===== config.mk =====
export PLATFORM = sky130hd
export DESIGN_NAME = aclink_ctl_reg
export DESIGN_NICKNAME = d
export VERILOG_FILES = /design/src/rtl/aclink_pkg.sv /design/src/rtl/aclink_ctl_bits.sv /design/src/rtl/aclink_rdy_flags.sv /design/src/rtl/aclink_sdin_sync.sv /design/src/rtl/aclink_link_gate.sv /design/src/rtl/aclink_ctl_reg.sv
export SDC_FILE = /design/constraint.sdc
export NUM_CORES = 1
export LEC_CHECK = 0
export ABC_CLOCK_PERIOD_IN_PS = 800
export BUFFER_PORTS_ARGS = -buffer_cell sky130_fd_sc_hd__buf_2
export CAP_MARGIN = 20
export CORE_MARGIN = 2
export CORE_UTILIZATION = 35
export CTS_CLUSTER_SIZE = 28
export DETAILED_ROUTE_END_ITERATION = 10
export PLACE_DENSITY = 0.78
export SLEW_MARGIN = 20
export SYNTH_ARGS = -nofsm -noshare
export SYNTH_HDL_FRONTEND = slang
export SYNTH_SLANG_ARGS = --single-unit
export TNS_END_PERCENT = 1

===== constraint.sdc =====
create_clock -name clk -period 0.8 [get_ports clk]
set_input_delay 0.04 -clock clk [delete_from_list [all_inputs] [get_ports clk]]
set_output_delay 0.04 -clock clk [all_outputs]
set_load 0.02 [all_outputs]

===== src/rtl/aclink_pkg.sv =====
package aclink_pkg;
  localparam int REG_W      = 8;
  localparam int CTL_W      = 5;
  localparam int BIT_RDYCLR = 5;

  typedef struct packed {
    logic mic;
    logic warm;
    logic wake;
    logic lowpwr;
    logic link;
  } ctl_t;
endpackage


===== src/rtl/aclink_ctl_bits.sv =====
module aclink_ctl_bits #(
  parameter int W = 5
) (
  input  logic         clk,
  input  logic         rst,
  input  logic [W-1:0] set_mask,
  input  logic [W-1:0] clr_mask,
  output logic [W-1:0] q
);
  for (genvar i = 0; i < W; i++) begin : g_bit
    always_ff @(posedge clk) begin
      if (rst)              q[i] <= 1'b0;
      else if (set_mask[i]) q[i] <= 1'b1;
      else if (clr_mask[i]) q[i] <= 1'b0;
    end
  end
endmodule


===== src/rtl/aclink_rdy_flags.sv =====
module aclink_rdy_flags #(
  parameter int N = 2
) (
  input  logic         clk,
  input  logic         rst,
  input  logic [N-1:0] pulse,
  input  logic         clr_all,
  output logic [N-1:0] flags
);
  for (genvar i = 0; i < N; i++) begin : g_flag
    // set wins over a simultaneous clear
    always_ff @(posedge clk) begin
      if (rst)           flags[i] <= 1'b0;
      else if (pulse[i]) flags[i] <= 1'b1;
      else if (clr_all)  flags[i] <= 1'b0;
    end
  end
endmodule


===== src/rtl/aclink_sdin_sync.sv =====
module aclink_sdin_sync #(
  parameter int N      = 2,
  parameter int STAGES = 2
) (
  input  logic         clk,
  input  logic         rst,
  input  logic [N-1:0] d,
  output logic [N-1:0] q
);
  for (genvar i = 0; i < N; i++) begin : g_line
    logic [STAGES-1:0] sh;
    always_ff @(posedge clk) begin
      if (rst) sh <= '0;
      else     sh <= {sh[STAGES-2:0], d[i]};
    end
    assign q[i] = sh[STAGES-1];
  end
endmodule


===== src/rtl/aclink_link_gate.sv =====
module aclink_link_gate #(
  parameter int N = 2
) (
  input  logic             clk,
  input  logic             rst,
  input  aclink_pkg::ctl_t ctl,
  input  logic             sync_in,
  input  logic             sdout_in,
  input  logic [N-1:0]     sdin_s,
  output logic             sync_out,
  output logic             sdout_out,
  output logic             wake_irq
);
  logic sync_nxt, sdout_nxt, irq_nxt;

  always_comb begin
    if (ctl.warm)        sync_nxt = 1'b1;
    else if (ctl.lowpwr) sync_nxt = 1'b0;
    else                 sync_nxt = sync_in;
    sdout_nxt = ctl.lowpwr ? 1'b0 : sdout_in;
    irq_nxt   = ctl.wake & (|sdin_s);
  end

  always_ff @(posedge clk) begin
    if (rst) begin
      sync_out  <= 1'b0;
      sdout_out <= 1'b0;
      wake_irq  <= 1'b0;
    end else begin
      sync_out  <= sync_nxt;
      sdout_out <= sdout_nxt;
      wake_irq  <= irq_nxt;
    end
  end
endmodule


===== src/rtl/aclink_ctl_reg.sv =====
module aclink_ctl_reg #(
  parameter int NUM_CODEC   = 2,
  parameter int NUM_SDIN    = 2,
  parameter int SYNC_STAGES = 2
) (
  input  logic                         clk,
  input  logic                         rst,
  input  logic                         wr_en,
  input  logic                         wr_addr,
  input  logic [aclink_pkg::REG_W-1:0] wr_data,
  output logic [aclink_pkg::REG_W-1:0] rd_data,
  input  logic [NUM_CODEC-1:0]         rdy_pulse,
  output logic [NUM_CODEC-1:0]         codec_rdy,
  input  logic [NUM_SDIN-1:0]          sdin,
  input  logic                         sync_in,
  input  logic                         sdout_in,
  output logic                         sync_out,
  output logic                         sdout_out,
  output logic                         codec_rst_n,
  output logic                         warm_rst,
  output logic                         mic_sel,
  output logic                         wake_irq
);
  import aclink_pkg::*;

  localparam int PAD_W = REG_W - CTL_W;

  logic             set_sel, clr_sel, rdy_clr;
  logic [CTL_W-1:0] set_mask, clr_mask, ctl_q;
  logic [NUM_SDIN-1:0] sdin_s;
  ctl_t             ctl;

  assign set_sel  = wr_en & ~wr_addr;
  assign clr_sel  = wr_en &  wr_addr;
  assign set_mask = {CTL_W{set_sel}} & wr_data[CTL_W-1:0];
  assign clr_mask = {CTL_W{clr_sel}} & wr_data[CTL_W-1:0];
  assign rdy_clr  = set_sel & wr_data[BIT_RDYCLR];

  aclink_ctl_bits #(.W(CTL_W)) u_bits (
    .clk(clk), .rst(rst), .set_mask(set_mask), .clr_mask(clr_mask), .q(ctl_q)
  );

  aclink_rdy_flags #(.N(NUM_CODEC)) u_rdy (
    .clk(clk), .rst(rst), .pulse(rdy_pulse), .clr_all(rdy_clr), .flags(codec_rdy)
  );

  aclink_sdin_sync #(.N(NUM_SDIN), .STAGES(SYNC_STAGES)) u_sync (
    .clk(clk), .rst(rst), .d(sdin), .q(sdin_s)
  );

  assign ctl = ctl_t'(ctl_q);

  aclink_link_gate #(.N(NUM_SDIN)) u_gate (
    .clk(clk), .rst(rst), .ctl(ctl), .sync_in(sync_in), .sdout_in(sdout_in),
    .sdin_s(sdin_s), .sync_out(sync_out), .sdout_out(sdout_out), .wake_irq(wake_irq)
  );

  assign rd_data     = {{PAD_W{1'b0}}, ctl_q};
  assign codec_rst_n = ctl.link;
  assign warm_rst    = ctl.warm;
  assign mic_sel     = ctl.mic;
endmodule


# Word-level counts from Yosys, hierarchy flattened
# Index checks and enable logic that the tools add are counted.
[totals] reg_bits=14 inputBits=18 output_inout_bits=16
[op_classes] reduce_logical=9 bitwise=7 mux=15
[ops] cell="$mux 1" count=15
[ops] cell="$reduce_bool 2->1" count=7
[ops] cell="$and 5x5->5" count=2
[ops] cell="$and 1x1->1" count=4
[ops] cell="$reduce_or 2->1" count=2
[ops] cell="$not 1->1" count=1

# Logic depth before layout (Yosys ltp)
# Gate-level depths: netlist (run 1).
[depth] depth_word=5 ltp_mapped=3 mapped_depth_nobuf=2

# By module
# Synthesis (run 1) repeated with hierarchy kept, for this count alone.
[hier_totals] hier_cells=67 hier_area_um2=619.3
[by_module_without_submodules] module="aclink_ctl_bits" instances=1 cells_per_inst=20 seq_area_each_um2=100.1 area_each_um2=175.2
[by_module_without_submodules] module="aclink_ctl_reg" instances=1 cells_per_inst=20 seq_area_each_um2=0.0 area_each_um2=156.4
[by_module_without_submodules] module="aclink_sdin_sync" instances=1 cells_per_inst=10 seq_area_each_um2=80.1 area_each_um2=120.1
[by_module_without_submodules] module="aclink_link_gate" instances=1 cells_per_inst=9 seq_area_each_um2=60.1 area_each_um2=97.6
[by_module_without_submodules] module="aclink_rdy_flags" instances=1 cells_per_inst=8 seq_area_each_um2=40.0 area_each_um2=70.1

# Least setup slack after synthesis (run 1)
# OpenSTA, ideal clock, no wires.
[synth_timing] path_kind="register to register" from="register u_bits.q[3] (netlist name)" to="register u_bits.q[3]" n_path_buf=0 t_required_ns=0.709 setup_time_ns=0.091 path_stages_with_launch=3 arrival_time_ns=0.723 synth_period_minus_slack_ns=0.814 setup_slack_ns=-0.014 cell_sequence="dfxtp_1 a21oi_1 a311oi_1"
[synth_rtl] element="end signal, assigned by index" line_no="aclink_ctl_bits.sv:12" source="if (rst) q[i] <= 1'b0;"
[synth_rtl] element="end signal, assigned by index" line_no="aclink_ctl_bits.sv:13" source="else if (set_mask[i]) q[i] <= 1'b1;"
[synth_rtl] element="end signal, assigned by index" line_no="aclink_ctl_bits.sv:14" source="else if (clr_mask[i]) q[i] <= 1'b0;"
[synth_rtl] element="end, declared" line_no="aclink_ctl_bits.sv:8" source="output logic [W-1:0] q"

# Final worst setup path (run 1)
[layout_timing] from="input port wr_data[3] (netlist name)" to="register u_bits.q[3]"
[layout_via] elab_chain_len=2 word_cells_on_any_way=4 classes_between="mux: 1; bitwise: 2; reduce/logical: 1"
[layout_lines] element="start, declared" line_no="aclink_ctl_reg.sv:10" source="input logic [aclink_pkg::REG_W-1:0] wr_data,"
[layout_lines] element="$and 5x5->5 (on tied branches)" line_no="aclink_ctl_reg.sv:35, aclink_ctl_reg.sv:36"
[layout_lines] element="$mux 1 / $reduce_bool 2->1 (equally long branches)"
# Several ways; a longest one is shown, not always the timed one.
# A chain may end at the register's enable or synchronous reset.

==> metrics.cfg, run 1 <==
[run_status]
status = complete, but fails checks
violations = negative setup slack

[clock_tree]
clkSinkCount = 14
cts_max_path_buffers = 2
cts_root_buffer = clkbuf_4
cts_tree = done
clk_pin_slew_worst_paths_ns = 0.08
htree_levels = 1
clk_latency_ns = 0.27
cts_buffers = 3

[timing]
fin_ws_ns = -0.0381
finalMaxSlewViolations = 0
skew_ns = 0.000238
period_share_pct = 105
hold_violations = 0
setup_viol = 3
fin_crit_ns = 0.838
rsz0062_at_grt = yes
max_freq_mhz = 1190

[worst_setup_path]
cp_max_fo = 2
cp-start-kind = primary input
slowest_stage = dlygate4sd3_1
slowest_delay_ns = 0.55
crit_type = primary input to flop
crit_chain = dlygate4sd3_1 -> buf_2 -> a311oi_1
endpoint_kind = flop
critPathRequiredTime_ns = 0.97
crit_arrival_ns = 1.01

[floorplanning]
die_area_um2 = 1780
rows = 13
io_pins = 34
core-area_um2 = 1330
fp.dieW_um = 42.2
chipHeight_um = 42.2
start_util_pct = 38.3

[route]
wl_per_cell_um = 13.1
routed_wl_um = 1270
first_iter_violations = 14
vias = 464
antenna_left = 0
avgViaCountPerCell = 4.78
detail_route.drc_violations = 0
firstDrtPassIters = 4

[pwr]
power.share.switching_pct = 25.2
p_leak_nw = 0.357
ir_drop_mv = 0.829
power_w = 0.00156
p_per_area_nw_per_um2 = 1950
p_clk_share_pct = 32.1
power_switching_w = 0.000393
internal_power_w = 0.00117
p_comb_share_pct = 18.5
p_seq_share_pct = 49.4

[layout]
drive_above_1_share_pct = 48.8
diodes = 0
fin_nets = 101
fin_util_pct = 60.0
area_growth_pct = 56.9

[placed_design]
place_congestion = 0.705
io_buffers = 28

[yosys]
seq_area_frac_synth_pct = 54.9
syn_avg_cell_area_um2 = 10.4
synth.area.mux_share_pct = 0
synth_simple_gate_area_share_pct = 17.2
synth_top_family_by_area = simple AND/OR/NAND/NOR gates
synthAdderAreaFrac_pct = 0
ys_seq_elements = 14
netlist_instances = 49
synth-xor-area-share_pct = 0
synth_warnings = 0
ys_types = 14
synth-compound-area-share_pct = 14.5
syn_area_um2 = 510

[run]
cap_violations = 0

[grt]
grt_pass1_wl_um = 1930
antenna_found_initial = 0
grt_use_total_pct = 15.0
first_global_vias = 428
grt_max_degree = 15
grt.overflow.total = 0

[hold_path]
hp-class = primary input to flop

cell type report:
type / count / area, um2
Fill cell: 122 / 533
Clock buffer: 4 / 36.3
Timing Repair Buffer: 35 / 277
Multi-Input combinational cell: 28 / 173
Tap cell: 15 / 18.8
Inverter: 1 / 3.75
Sequential cell: 14 / 293
per-stage QoR:
stage / hold slack (ns) / TNS (ns) / setup WS [ns] / cell area, um2 / instances
final: 0.0219 / -0.0513 / -0.0381 / 801 / 97
after global routing: 0.0143 / -0.369 / -0.0781 / 801 / 97
after global placement: 0.248 / 0 / 0.108 / 617 / 86
after CTS: 0.0186 / -0.0588 / -0.0200 / 774 / 97
after detailed placement: 0.255 / 0 / 0.0818 / 617 / 86
after floorplan: 0.112 / -0.00593 / -0.00593 / 519 / 51
placed cells by master (no fill, tap or decap):
cell and instances:
clkbuf_4 3, dlygate4sd3_1 7, a311oi_1 5, clkbuf_8 1
buf_4 4, dfxtp_2 7, nor3_1 2, nor2_1 3
conb_1 3, dfxtp_1 6, nor4bb_1 2, nor2b_1 4
nand2b_1 1, buf_2 15, nor3b_1 2, inv_1 1
dfxtp_4 1, buf_6 9, a21oi_1 6
final timing paths:
kind                          startpoint                endpoint  cells after the start  slack, ns
hold / removal                   sync_in         u_gate.sync_out                      3       0.02
setup reg to reg             u_bits.q[0]             u_bits.q[0]                      2       0.04
setup / recovery              wr_data[3]             u_bits.q[3]                      3      -0.04
hold reg to reg   u_sync.g_line[1].sh[0]  u_sync.g_line[1].sh[1]                      1       0.44
layer usage:
| layer | global-route usage [%] | vias to the layer above | wire [um] |
|---|---|---|---|
| met5 | 0 | - | 0 |
| met4 | 9.38 | 0 | 21 |
| met3 | 3.88 | 2 | 71 |
| met2 | 25.8 | 23 | 734 |
| met1 | 16.1 | 206 | 446 |
| li1 | - | 233 | - |
worst max-delay path, delay by kind of cell:
| family | cells | cell delay [ns] |
|---|---|---|
| AO/OA/AOI/OAI | 1 | 0.28 |
| buffers and inverters | 2 | 0.69 |
synth_stat cells:
cell / number / area [um2]
dfxtp_1: 14 / 280
nor3b_1: 2 / 15.0
buf_2: 1 / 5.00
inv_1: 1 / 3.75
buf_4: 6 / 45.0
buf_6: 1 / 11.3
nor4bb_1: 2 / 20.0
a311oi_1: 5 / 43.8
nor3_1: 2 / 10.0
conb_1: 1 / 3.75
nor2b_1: 4 / 25.0
nor2_1: 3 / 11.3
nand2b_1: 1 / 6.26
a21oi_1: 6 / 30.0
power groups by stage:
stage,registers (W),logic [W],clock network [W]
2_1_floorplan,0.000814,0.000114,0
3_3_place_gp,0.000772,0.000215,0
3_5_place_dp,0.000774,0.000219,0
4_1_cts,0.000767,0.000273,0.000514
5_1_grt,0.000777,0.000311,0.000556
6_report,0.000772,0.000289,0.000501
cells by family after synthesis:
logic type,count (synthesis)
flip-flops,14
AND/OR/NAND/NOR,14
AO/OA/AOI/OAI,11
buffers and inverters,9
other,1
sequential cells by signal (all words and copies together) (netlist names):
| signal | flops |
|---|---|
| u_bits.q | 5 |
| u_gate.sdout_out | 1 |
| u_gate.sync_out | 1 |
| u_gate.wake_irq | 1 |
| u_rdy.flags | 2 |
| u_sync.g_line.sh | 4 |
what timing repair did:
| action | in CTS | in global routing |
|---|---|---|
| gates cloned | 0 | 0 |
| endpoints found under the setup margin | 10 | 17 |
| hold buffers | 7 | 0 |
| buffers inserted | 0 | 0 |
| resized for setup | 21 | 9 |
| pin swaps | 0 | 4 |
| endpoints found under the hold margin | 7 | 0 |
Note: power is estimated with default switching activity, not from simulation.
==> inputs of run 2 (changes only) <==
--- a/config.mk
+++ b/config.mk
@@ -13,6 +13,7 @@
 export CTS_CLUSTER_SIZE = 28
 export DETAILED_ROUTE_END_ITERATION = 10
 export PLACE_DENSITY = 0.78
+export REMOVE_ABC_BUFFERS = 1
 export SLEW_MARGIN = 20
 export SYNTH_ARGS = -nofsm -noshare
 export SYNTH_HDL_FRONTEND = slang
==> run 2 against run 1 <==
Effect of this change: combinational power shrank 2%; die area is the same; fmax grew 4.4%; clock power shrank 24%; register-to-register slack gained 0.02 ns; sequential cell count is the same; sequential share of layout area grew 0.86 points; total power shrank 8.4%; utilization shrank 1.9 points; the run still ends with negative setup slack left; clock-buffer cell count shrank 1; critical endpoint is now rd_data[3]; hold slack gained 0.0011 ns.
==> metrics.cfg, run 2 (same netlist as run 1, synthesis figures left out) <==
[run_status]
status = complete, but fails checks
violations = negative setup slack

[floorplanning]
fp.dieW_um = 42.2
start_util_pct = 38.3
chipHeight_um = 42.2
die_area_um2 = 1780
rows = 13
io_pins = 34
core-area_um2 = 1330

[worst_setup_path]
cp-start-kind = flop
crit_chain = buf_4
slowest_delay_ns = 0.35
cp_max_fo = 4
crit_type = flop to output port
crit_arrival_ns = 0.76
endpoint_kind = output port
cp.buffers_inverters = 1
critPathRequiredTime_ns = 0.76
slowest_stage = dfxtp_2
cp_top_family = flip-flops

[layout]
fin_cells = 95
top_register = u_bits.q
fin_util_pct = 58.2
final_cell_mix = buf_2, dfxtp_2, buf_6
area_growth_pct = 52.0
drive_above_1_share_pct = 48.8
final_common_cell = buf_2
largest_reg_flops = 5
fin_nets = 100
diodes = 0
nFillCells = 134
top_regs = u_bits.q (5), u_sync.g_line.sh (4), u_rdy.flags (2)

[pwr]
ir_drop_mv = 0.894
power_w = 0.00143
p_per_area_nw_per_um2 = 1840
p_leak_nw = 0.353

[timing]
period_share_pct = 100
fin_ws_ns = -0.00272
finalMaxSlewViolations = 0
hold_violations = 0
fin_crit_ns = 0.803
max_freq_mhz = 1250
skew_ns = 0.00175
setup_viol = 2
rsz0062_at_grt = yes

[placed_design]
dp.cells = 86
place_ws_ns = 0.0728
io_buffers = 28
dp_hpwl_um = 712
place_congestion = 0.683

[grt]
grt_max_degree = 15
first_global_vias = 380
antenna_found_initial = 0
grt.overflow.total = 0
grt_use_total_pct = 13.4
grt_pass1_wl_um = 1730

[route]
detail_route.drc_violations = 0
firstDrtPassIters = 3
antenna_left = 0
vias = 453
first_iter_violations = 3
wl_per_cell_um = 12.1
avgViaCountPerCell = 4.77
routed_wl_um = 1150

[clock_tree]
clk_latency_ns = 0.27
cts_max_path_buffers = 2
cts_root_buffer = clkbuf_4
cts_tree = done
clkSinkCount = 14
cts_buffers = 3
clk_pin_slew_worst_paths_ns = 0.07
htree_levels = 1

[run]
cap_violations = 0

[hold_path]
hp-class = primary input to flop

-- run 2: cell types whose count changed in the layout (fill, tap and decap cells not counted), sizes merged --
cell | previous run | this run
clkbuf | 4 | 3
dlygate4sd3 | 7 | 6
dlymetal6s4s | 0 | 1
buf | 28 | 27
-- run 2: power by group --
part           leakage [nW]  total (W)  internal, W  switching, W
Clock                0.0138   0.000381     0.000174      0.000207
Combinational         0.221   0.000282     0.000141      0.000141
Sequential            0.119   0.000767     0.000743     0.0000241
-- run 2: cell type report --
type	instances	area, um2	share of cell area, %
flip-flops and latches	14	290	37.4
repair buffers	34	262	33.7
clock buffers	3	22.5	2.90
inverters	1	3.75	0.484
well taps	15	18.8	2.42
multi-input cells	28	179	23.1
-- run 2: per-stage QoR --
step / setup TNS, ns / cell area (um2) / hold WS, ns
floorplan: -0.397 / 457 / 0.109
global placement: 0 / 616 / 0.249
detailed placement: 0 / 616 / 0.259
CTS: -0.0727 / 742 / 0.0146
global route: -0.252 / 776 / 0.0191
finish: -0.00426 / 776 / 0.0230
-- run 2: path summary, 6_finish.rpt --
check        slack [ns]                endpoint                   start  cells after the start
max              -0.003              rd_data[3]             u_bits.q[3]                      1
min                0.02        u_gate.sdout_out                sdout_in                      2
max reg2reg        0.06             u_bits.q[4]             u_bits.q[4]                      2
min reg2reg        0.45  u_sync.g_line[0].sh[1]  u_sync.g_line[0].sh[0]                      1
-- run 2: routing by layer --
| metal | vias to the layer above | routed length [um] | global-route usage, % |
|---|---|---|---|
| met5 | - | 0 | 0 |
| met4 | 0 | 24 | 9.38 |
| met3 | 4 | 82 | 3.88 |
| met2 | 20 | 602 | 21.2 |
| met1 | 200 | 439 | 15.2 |
| li1 | 229 | - | - |
-- run 2: worst reg2reg max path, cell delays in order, from the launching register on --
cell,delay (ns)
dfxtp_2,0.34
a21oi_1,0.05
a311oi_2,0.26
-- run 2: repair_timing --
item,4_1_cts,5_1_grt
endpoints found under the hold margin,7,0
hold buffers,7,0
pin swaps,0,3
buffers inserted,0,0
endpoints found under the setup margin,10,15
gates resized for setup,15,13
==> inputs of run 3 (changes only) <==
--- a/config.mk
+++ b/config.mk
@@ -5,14 +5,14 @@
 export SDC_FILE = /design/constraint.sdc
 export NUM_CORES = 1
 export LEC_CHECK = 0
-export ABC_CLOCK_PERIOD_IN_PS = 800
+export ABC_CLOCK_PERIOD_IN_PS = 980
 export BUFFER_PORTS_ARGS = -buffer_cell sky130_fd_sc_hd__buf_2
 export CAP_MARGIN = 20
 export CORE_MARGIN = 2
 export CORE_UTILIZATION = 35
 export CTS_CLUSTER_SIZE = 28
 export DETAILED_ROUTE_END_ITERATION = 10
-export PLACE_DENSITY = 0.78
+export PLACE_DENSITY = 0.75
 export REMOVE_ABC_BUFFERS = 1
 export SLEW_MARGIN = 20
 export SYNTH_ARGS = -nofsm -noshare
==> constraint.sdc (replaced) <==
create_clock -name clk -period 0.98 [get_ports clk]
set_input_delay 0.049 -clock clk [delete_from_list [all_inputs] [get_ports clk]]
set_output_delay 0.049 -clock clk [all_outputs]
set_load 0.02 [all_outputs]
==> run 3 against run 2 <==
Effect of this change: the run now ends clean; clock power rose by 4%; total power decreased by 15%; die area unchanged; wire length decreased by 7.6%; non-clock buffer count rose by 1; clock-buffer cell count is 1 higher; global-route usage down 0.63 points; highest routed layer is now met3.
==> metrics.cfg, run 3 (same netlist as run 1, synthesis figures left out) <==
[timing]
skew_ns = 0.000333
rsz0062_at_grt = no
setup-tns-final_ns = 0
max_freq_mhz = 1160
finalMaxSlewViolations = 0
setup_viol = 0
fin_crit_ns = 0.865
period_share_pct = 88.3
hold_violations = 0

[placed_design]
place_congestion = 0.725
io_buffers = 28
dp_hpwl_um = 707

[worst_setup_path]
slowest_stage = dfxtp_1
r2r-end = u_bits.q[3]
reg2reg_from = u_bits.q[3]
cp_max_fo = 4
crit_chain = buf_2
ff2ff_path_depth = 2
slowest_delay_ns = 0.37
cp.buffers_inverters = 1
endpoint_kind = output port
critPathRequiredTime_ns = 0.93
cp_top_family = flip-flops
crit_arrival_ns = 0.82
crit_type = flop to output port
ff2ff_setup_slack_ns = 0.22
cp-start-kind = flop

[hold_path]
holdCritStartpoint = sync_in
holdPathEnd = u_gate.sync_out
hp-class = primary input to flop
hold_depth = 3

[route]
antenna_left = 0
vias = 441
firstDrtPassIters = 3
detail_route.drc_violations = 0
avgViaCountPerCell = 4.55
wl_per_cell_um = 10.9
routed_wl_um = 1060
first_iter_violations = 3

[run_status]
status = completed

[grt]
antenna_found_initial = 0
first_global_vias = 398
grt_pass1_wl_um = 1700
grt.overflow.total = 0
grt_use_total_pct = 12.8
grt_max_degree = 15

[pwr]
p_per_area_nw_per_um2 = 1680
ir_drop_mv = 0.637
p_leak_nw = 0.342

[clock_tree]
cts_root_buffer = clkbuf_4
htree_levels = 1
cts_setup_buffers = 0
clk_pin_slew_worst_paths_ns = 0.08
cts_buffers = 3
cts_max_path_buffers = 2
cts.repair.resized = 0
clk_latency_ns = 0.26
cts_tree = done
clkSinkCount = 14

[layout]
diodes = 0
final_cell_mix = buf_2, dfxtp_1, dlygate4sd3_1
fin_util_pct = 54.1
top_regs = u_bits.q (5), u_sync.g_line.sh (4), u_rdy.flags (2)
top_register = u_bits.q
area_growth_pct = 41.4
drive_above_1_share_pct = 39.0
largest_reg_flops = 5
fin_nets = 101
nFillCells = 133
final_common_cell = buf_2

[floorplanning]
io_pins = 34
chipHeight_um = 42.2
rows = 13
core-area_um2 = 1330
fp.dieW_um = 42.2
start_util_pct = 38.3
die_area_um2 = 1780

[run]
cap_violations = 0

## run 3: worst max path at each step
| stage | to | slack (ns) | from | depth (start not counted) |
|---|---|---|---|---|
| global placement | u_bits.q[1] | 0.28 | u_bits.q[1] | 2 |
| finish | warm_rst | 0.11 | u_bits.q[3] | 1 |
| global route | warm_rst | 0.06 | u_bits.q[3] | 1 |
| floorplan | u_bits.q[3] | 0.04 | u_bits.q[3] | 2 |
| CTS | warm_rst | 0.11 | u_bits.q[3] | 1 |
| detailed placement | u_bits.q[3] | 0.23 | u_bits.q[3] | 2 |
## run 3: stage by stage
| step | cell area [um2] | std cells | hold WS, ns | worst slack, ns | total power (W) |
|---|---|---|---|---|---|
| 2_1_floorplan | 457 | 43 | 0.118 | 0.0413 | 0.000723 |
| 3_3_place_gp | 616 | 86 | 0.256 | 0.280 | 0.000806 |
| 3_5_place_dp | 616 | 86 | 0.266 | 0.234 | 0.000809 |
| 4_1_cts | 722 | 97 | 0.0293 | 0.105 | 0.00123 |
| 5_1_grt | 722 | 97 | 0.0361 | 0.0588 | 0.00129 |
| 6_report | 722 | 97 | 0.0344 | 0.115 | 0.00121 |
## run 3: repair_timing
item,CTS,global route
endpoints found under the hold margin,7,0
hold buffers,7,0
setup endpoints to repair,0,0
## run 3: layout make-up
cell class | instances | area, um2 | share of cell area [%]
inverters | 1 | 3.75 | 0.520
flip-flops and latches | 14 | 280 | 38.8
well taps | 15 | 18.8 | 2.60
clock buffers | 4 | 36.3 | 5.03
multi-input cells | 28 | 173 | 23.9
repair buffers | 35 | 210 | 29.1
## run 3: metal layers
metal | track usage [%] | wire length (um) | vias to the layer above
li1 | - | - | 228
met1 | 14.4 | 439 | 195
met2 | 21.5 | 562 | 18
met3 | 3.02 | 59 | 0
met4 | 7.50 | 0 | 0
met5 | 0 | 0 | -
## run 3: power breakdown
group          internal (W)  switching (W)
clock network      0.000225       0.000169
registers          0.000602      0.0000147
logic             0.0000884       0.000112
